**config.mk**
```make
export PLATFORM = sky130hd
export DESIGN_NAME = audio_clkgen
export DESIGN_NICKNAME = d
export VERILOG_FILES = /design/src/rtl/audio_clkgen_pkg.sv /design/src/rtl/audio_cfg_reg.sv /design/src/rtl/audio_prescaler.sv /design/src/rtl/audio_clkgen.sv
export SDC_FILE = /design/constraint.sdc
export NUM_CORES = 1
export LEC_CHECK = 0
export BUFFER_PORTS_ARGS = -buffer_cell sky130_fd_sc_hd__buf_4
export CORE_MARGIN = 2
export CORE_UTILIZATION = 40
export CTS_BUF_LIST = sky130_fd_sc_hd__clkbuf_8
export DETAILED_ROUTE_END_ITERATION = 7
export PLACE_DENSITY_LB_ADDON = 0.3
export SYNTH_ARGS = -nofsm -noshare
export SYNTH_HDL_FRONTEND = slang
export SYNTH_HIERARCHICAL = 1
export SYNTH_SLANG_ARGS = --single-unit
```
**constraint.sdc**
```tcl
create_clock -name clk_i -period 5.19 [get_ports clk_i]
set_clock_uncertainty 0.05 [all_clocks]
set_input_delay 0.2595 -clock clk_i [delete_from_list [all_inputs] [get_ports clk_i]]
set_output_delay 0.2595 -clock clk_i [all_outputs]
set_load 0.05 [all_outputs]
```
**src/rtl/audio_clkgen_pkg.sv**
```systemverilog
package audio_clkgen_pkg;
  parameter int unsigned BDIV_W = 8;
  parameter int unsigned FDIV_W = 7;
  parameter int unsigned CFG_W  = BDIV_W + FDIV_W + 1;

  // field order fixes the control word layout: [15:8] bit, [7:1] frame, [0] source
  typedef struct packed {
    logic [BDIV_W-1:0] bdiv;
    logic [FDIV_W-1:0] fdiv;
    logic              sel;
  } clk_cfg_t;
endpackage

```
**src/rtl/audio_cfg_reg.sv**
```systemverilog
module audio_cfg_reg
  import audio_clkgen_pkg::*;
(
  input  logic     clk_i,
  input  logic     rst_ni,
  input  logic     we_i,
  input  clk_cfg_t wdata_i,
  output clk_cfg_t cfg_o,
  output logic     reload_o
);
  clk_cfg_t cfg_q;

  always_ff @(posedge clk_i or negedge rst_ni) begin
    if (!rst_ni)   cfg_q <= '0;
    else if (we_i) cfg_q <= wdata_i;
  end

  assign cfg_o    = cfg_q;
  assign reload_o = we_i;
endmodule

```
**src/rtl/audio_prescaler.sv**
```systemverilog
module audio_prescaler #(
  parameter int unsigned W = 8
) (
  input  logic         clk_i,
  input  logic         rst_ni,
  input  logic         clear_i,
  input  logic         step_i,
  input  logic [W-1:0] limit_i,
  output logic [W-1:0] cnt_o,
  output logic [W-1:0] cnt_next_o,
  output logic         wrap_o
);
  logic [W-1:0] cnt_q;

  assign wrap_o     = step_i && !clear_i && (cnt_q == limit_i);
  assign cnt_next_o = (cnt_q == limit_i) ? '0 : cnt_q + 1'b1;

  always_ff @(posedge clk_i or negedge rst_ni) begin
    if (!rst_ni)      cnt_q <= '0;
    else if (clear_i) cnt_q <= '0;
    else if (step_i)  cnt_q <= cnt_next_o;
  end

  assign cnt_o = cnt_q;
endmodule

```
**src/rtl/audio_clkgen.sv**
```systemverilog
module audio_clkgen
  import audio_clkgen_pkg::*;
(
  input  logic             clk_i,
  input  logic             rst_ni,
  input  logic             aux_tick_i,
  input  logic             fast_tick_i,
  input  logic             cfg_we_i,
  input  logic [CFG_W-1:0] cfg_wdata_i,
  output logic             bclk_en_o,
  output logic             bclk_o,
  output logic             fsync_o
);
  localparam int unsigned HW = BDIV_W + 1;

  clk_cfg_t          cfg;
  logic              reload;
  logic              src_tick;
  logic [BDIV_W-1:0] bcnt, bcnt_next;
  logic [FDIV_W-1:0] fcnt, fcnt_next;
  logic              bit_wrap, frame_wrap;
  logic [HW-1:0]     hi_len;
  logic              bclk_en_q, bclk_q, fsync_q;

  audio_cfg_reg u_cfg (
    .clk_i    (clk_i),
    .rst_ni   (rst_ni),
    .we_i     (cfg_we_i),
    .wdata_i  (clk_cfg_t'(cfg_wdata_i)),
    .cfg_o    (cfg),
    .reload_o (reload)
  );

  assign src_tick = cfg.sel ? fast_tick_i : aux_tick_i;

  audio_prescaler #(.W(BDIV_W)) u_bit_div (
    .clk_i      (clk_i),
    .rst_ni     (rst_ni),
    .clear_i    (reload),
    .step_i     (src_tick),
    .limit_i    (cfg.bdiv),
    .cnt_o      (bcnt),
    .cnt_next_o (bcnt_next),
    .wrap_o     (bit_wrap)
  );

  audio_prescaler #(.W(FDIV_W)) u_frame_div (
    .clk_i      (clk_i),
    .rst_ni     (rst_ni),
    .clear_i    (reload),
    .step_i     (bit_wrap),
    .limit_i    (cfg.fdiv),
    .cnt_o      (fcnt),
    .cnt_next_o (fcnt_next),
    .wrap_o     (frame_wrap)
  );

  // high phase length = ceil((N+1)/2)
  assign hi_len = (HW'(cfg.bdiv) + HW'(2)) >> 1;

  always_ff @(posedge clk_i or negedge rst_ni) begin
    if (!rst_ni) begin
      bclk_en_q <= 1'b0;
      bclk_q    <= 1'b0;
      fsync_q   <= 1'b0;
    end else if (reload) begin
      bclk_en_q <= 1'b0;
      bclk_q    <= 1'b0;
      fsync_q   <= 1'b0;
    end else begin
      bclk_en_q <= bit_wrap;
      if (src_tick) bclk_q <= HW'(bcnt_next) < hi_len;
      if (bit_wrap) fsync_q <= frame_wrap;
    end
  end

  assign bclk_en_o = bclk_en_q;
  assign bclk_o    = bclk_q;
  assign fsync_o   = fsync_q;
endmodule

```
==> results.sh <==
export IMPL_core_region_area_sq_um=5570
export IMPL_gr_usage_met1_pct=19.1
export IMPL_whs_endpoint="u_cfg/cfg_o[5]"
export IMPL_cts_tree="done"
export IMPL_overflow=0
export IMPL_synth_avg_cell_area_sq_um=11.5
export IMPL_crit_path_end_kind="flop"
export IMPL_viasPerCell=5.18
export IMPL_grt_max_degree=35
export IMPL_regToRegEndpoint="bclk_o"
export IMPL_cts_buffers=5
export IMPL_synthToLayoutAreaGrowth_pct=10.2
export IMPL_antenna_cells=0
export IMPL_via_count=1513
export IMPL_slowest_stage="dfrtp_1"
export IMPL_grtUsageTotal_pct=14.9
export IMPL_cts_root_buf="clkbuf_8"
export IMPL_num_io_pins=24
export IMPL_crit_fanout=16
export IMPL_fin_setup_tns_ns=0
export IMPL_grtUsageMet3_pct=4.38
export IMPL_drc=0
export IMPL_cp_required_ns=5.36
export IMPL_run_status="finished clean"
export IMPL_period_needed_ns=2.64
export IMPL_initial_utilization_pct=41.7
export IMPL_critical_path_arrival_ns=2.81
export IMPL_clkSinkCount=34
export IMPL_hpwl_microns=3050
export IMPL_clock_latency_ns=0.29
export IMPL_synthesis_area_sq_um=2320
export IMPL_layout_common_cells="34 x dfrtp_1, 23 x buf_4, 19 x nor2_1"
export IMPL_ant_nets=0
export IMPL_grt_met2_usage_pct=25.1
export IMPL_grt_pass1_wl_microns=7380
export IMPL_post_route_util_pct=46.0
export IMPL_slowest_delay_ns=0.46
export IMPL_routed_wl_microns=4330
export IMPL_setup_viol_count_final=0
export IMPL_rr_startpoint="u_bit_div/cnt_o[0]"
export IMPL_final_nets=250
export IMPL_hold_violations=0
export IMPL_fmax_ghz=0.378
export IMPL_grt_pass1_vias=1548
export IMPL_max_cap_violations=0
export IMPL_port_buffers=23
export IMPL_clkSlewWorstSetupHoldPaths_ns=0.08
export IMPL_dieWidth_microns=80.2
export IMPL_leakagePower_nw=1.17
export IMPL_relSlewSlack_pct=53.1
export IMPL_p_per_area_nw_per_um2=243
export IMPL_die_y_microns=80.2
export IMPL_wl_per_cell_microns=14.8
export IMPL_ff2ff_setup_slack_ns=2.55
export IMPL_ys_warn_count=6
export IMPL_antenna_found_initial=0
export IMPL_cts_resized=0
export IMPL_path_cells="xnor2_1 -> nand4_2 -> nor2_8 -> nor2_1 -> ha_1 -> nor4_2 -> a21oi_1 -> a2111o_1 -> a21oi_2"
export IMPL_final_common_cell="dfrtp_1"
export IMPL_rsz0062_at_grt="false"
export IMPL_busiest_layer="met2"
export IMPL_syn_num_nets=233
export IMPL_min_path_type="input pin to flop"
export IMPL_path_class="flop to flop"
export IMPL_slew_violations=0
export IMPL_rows=27
export IMPL_postCtsSetupBuffers=0
export IMPL_holdPathStages=2
export IMPL_die_area_sq_um=6440
export IMPL_ir_drop_mv=0.156
export IMPL_fin_crit_sh_pct=50.9
export IMPL_drtIter0Drc=64
export IMPL_globalplace_congestion=0.821
export IMPL_min_from="cfg_wdata_i[5]"
export IMPL_worst_r2r_path_depth=9
export IMPL_cts_htree_levels=2
export IMPL_netlist_instances=202
export IMPL_layout_drive_gt1_share_pct=32.3
export IMPL_clk_path_buf_depth=2
export IMPL_worst_pin_slew_ns=0.703
export IMPL_drt_pass1_iter_count=4
export IMPL_cp_start_kind="flop"
## power by group
part           leakage [nW]  internal [mW]  switching (mW)
registers             0.436          0.280          0.0206
clock network        0.0472          0.107           0.103
logic                 0.686         0.0579          0.0550
total                  1.17          0.445           0.178
## critical path: cells and delay by family, from the launching register on
kind                       cells  cell delay [ns]
adders and majority gates      1             0.24
xor gates and xnor gates       1             0.23
AOI/OAI and AO/OA              3             0.66
and+or+nand+nor                4             0.92
DFF                            1             0.46
## state kept, by name, indices dropped and copies added, names as in the netlist
signal,flops
bclk_en_o,1
u_bit_div/cnt_o,8
bclk_o,1
u_cfg/cfg_o,16
fsync_o,1
u_frame_div/cnt_o,7
## how the worst max path moves through the flow
stage | cells past startpoint | from | endpoint
global route | 9 | u_cfg/cfg_o[9] | bclk_o
global placement | 9 | u_bit_div/cnt_o[4] | bclk_o
finish | 9 | u_bit_div/cnt_o[0] | bclk_o
CTS | 9 | u_bit_div/cnt_o[4] | bclk_o
detailed placement | 9 | u_bit_div/cnt_o[4] | bclk_o
floorplan | 11 | u_bit_div/cnt_o[4] | bclk_o
## routing by layer
metal	wire length (microns)	part of all wire (%)	vias up
met5	0	0	-
met4	38	0.88	0
met3	151	3.5	7
met2	2110	49	24
met1	2030	47	734
li1	-	-	748
## metrics by stage
| step | hold WS, ns | power (mW) | cell area [sq um] | std cells | setup slack, ns |
|---|---|---|---|---|---|
| 2_1_floorplan | -0.0861 | 0.386 | 2320 | 202 | 2.81 |
| 3_3_place_gp | 0.191 | 0.417 | 2460 | 283 | 2.60 |
| 3_5_place_dp | 0.188 | 0.419 | 2460 | 283 | 2.60 |
| 4_1_cts | 0.139 | 0.631 | 2560 | 292 | 2.56 |
| 5_1_grt | 0.133 | 0.659 | 2560 | 292 | 2.40 |
| 6_report | 0.148 | 0.623 | 2560 | 292 | 2.55 |
## repair_timing
action                                  4_1_cts  5_1_grt
endpoints found under the setup margin        0        0
hold buffers                                  1        0
endpoints found under the hold margin        34        0
## layout make-up
cell class,instances,area [sq um]
multi-input cells,152,1340
clock inverters,2,12.5
repair buffers,24,183
well taps,72,90.1
fillers,525,3010
clock buffers,6,82.6
inverters,2,7.51
flip-flops and latches,34,851
Power figures use the tool's default switching activity.
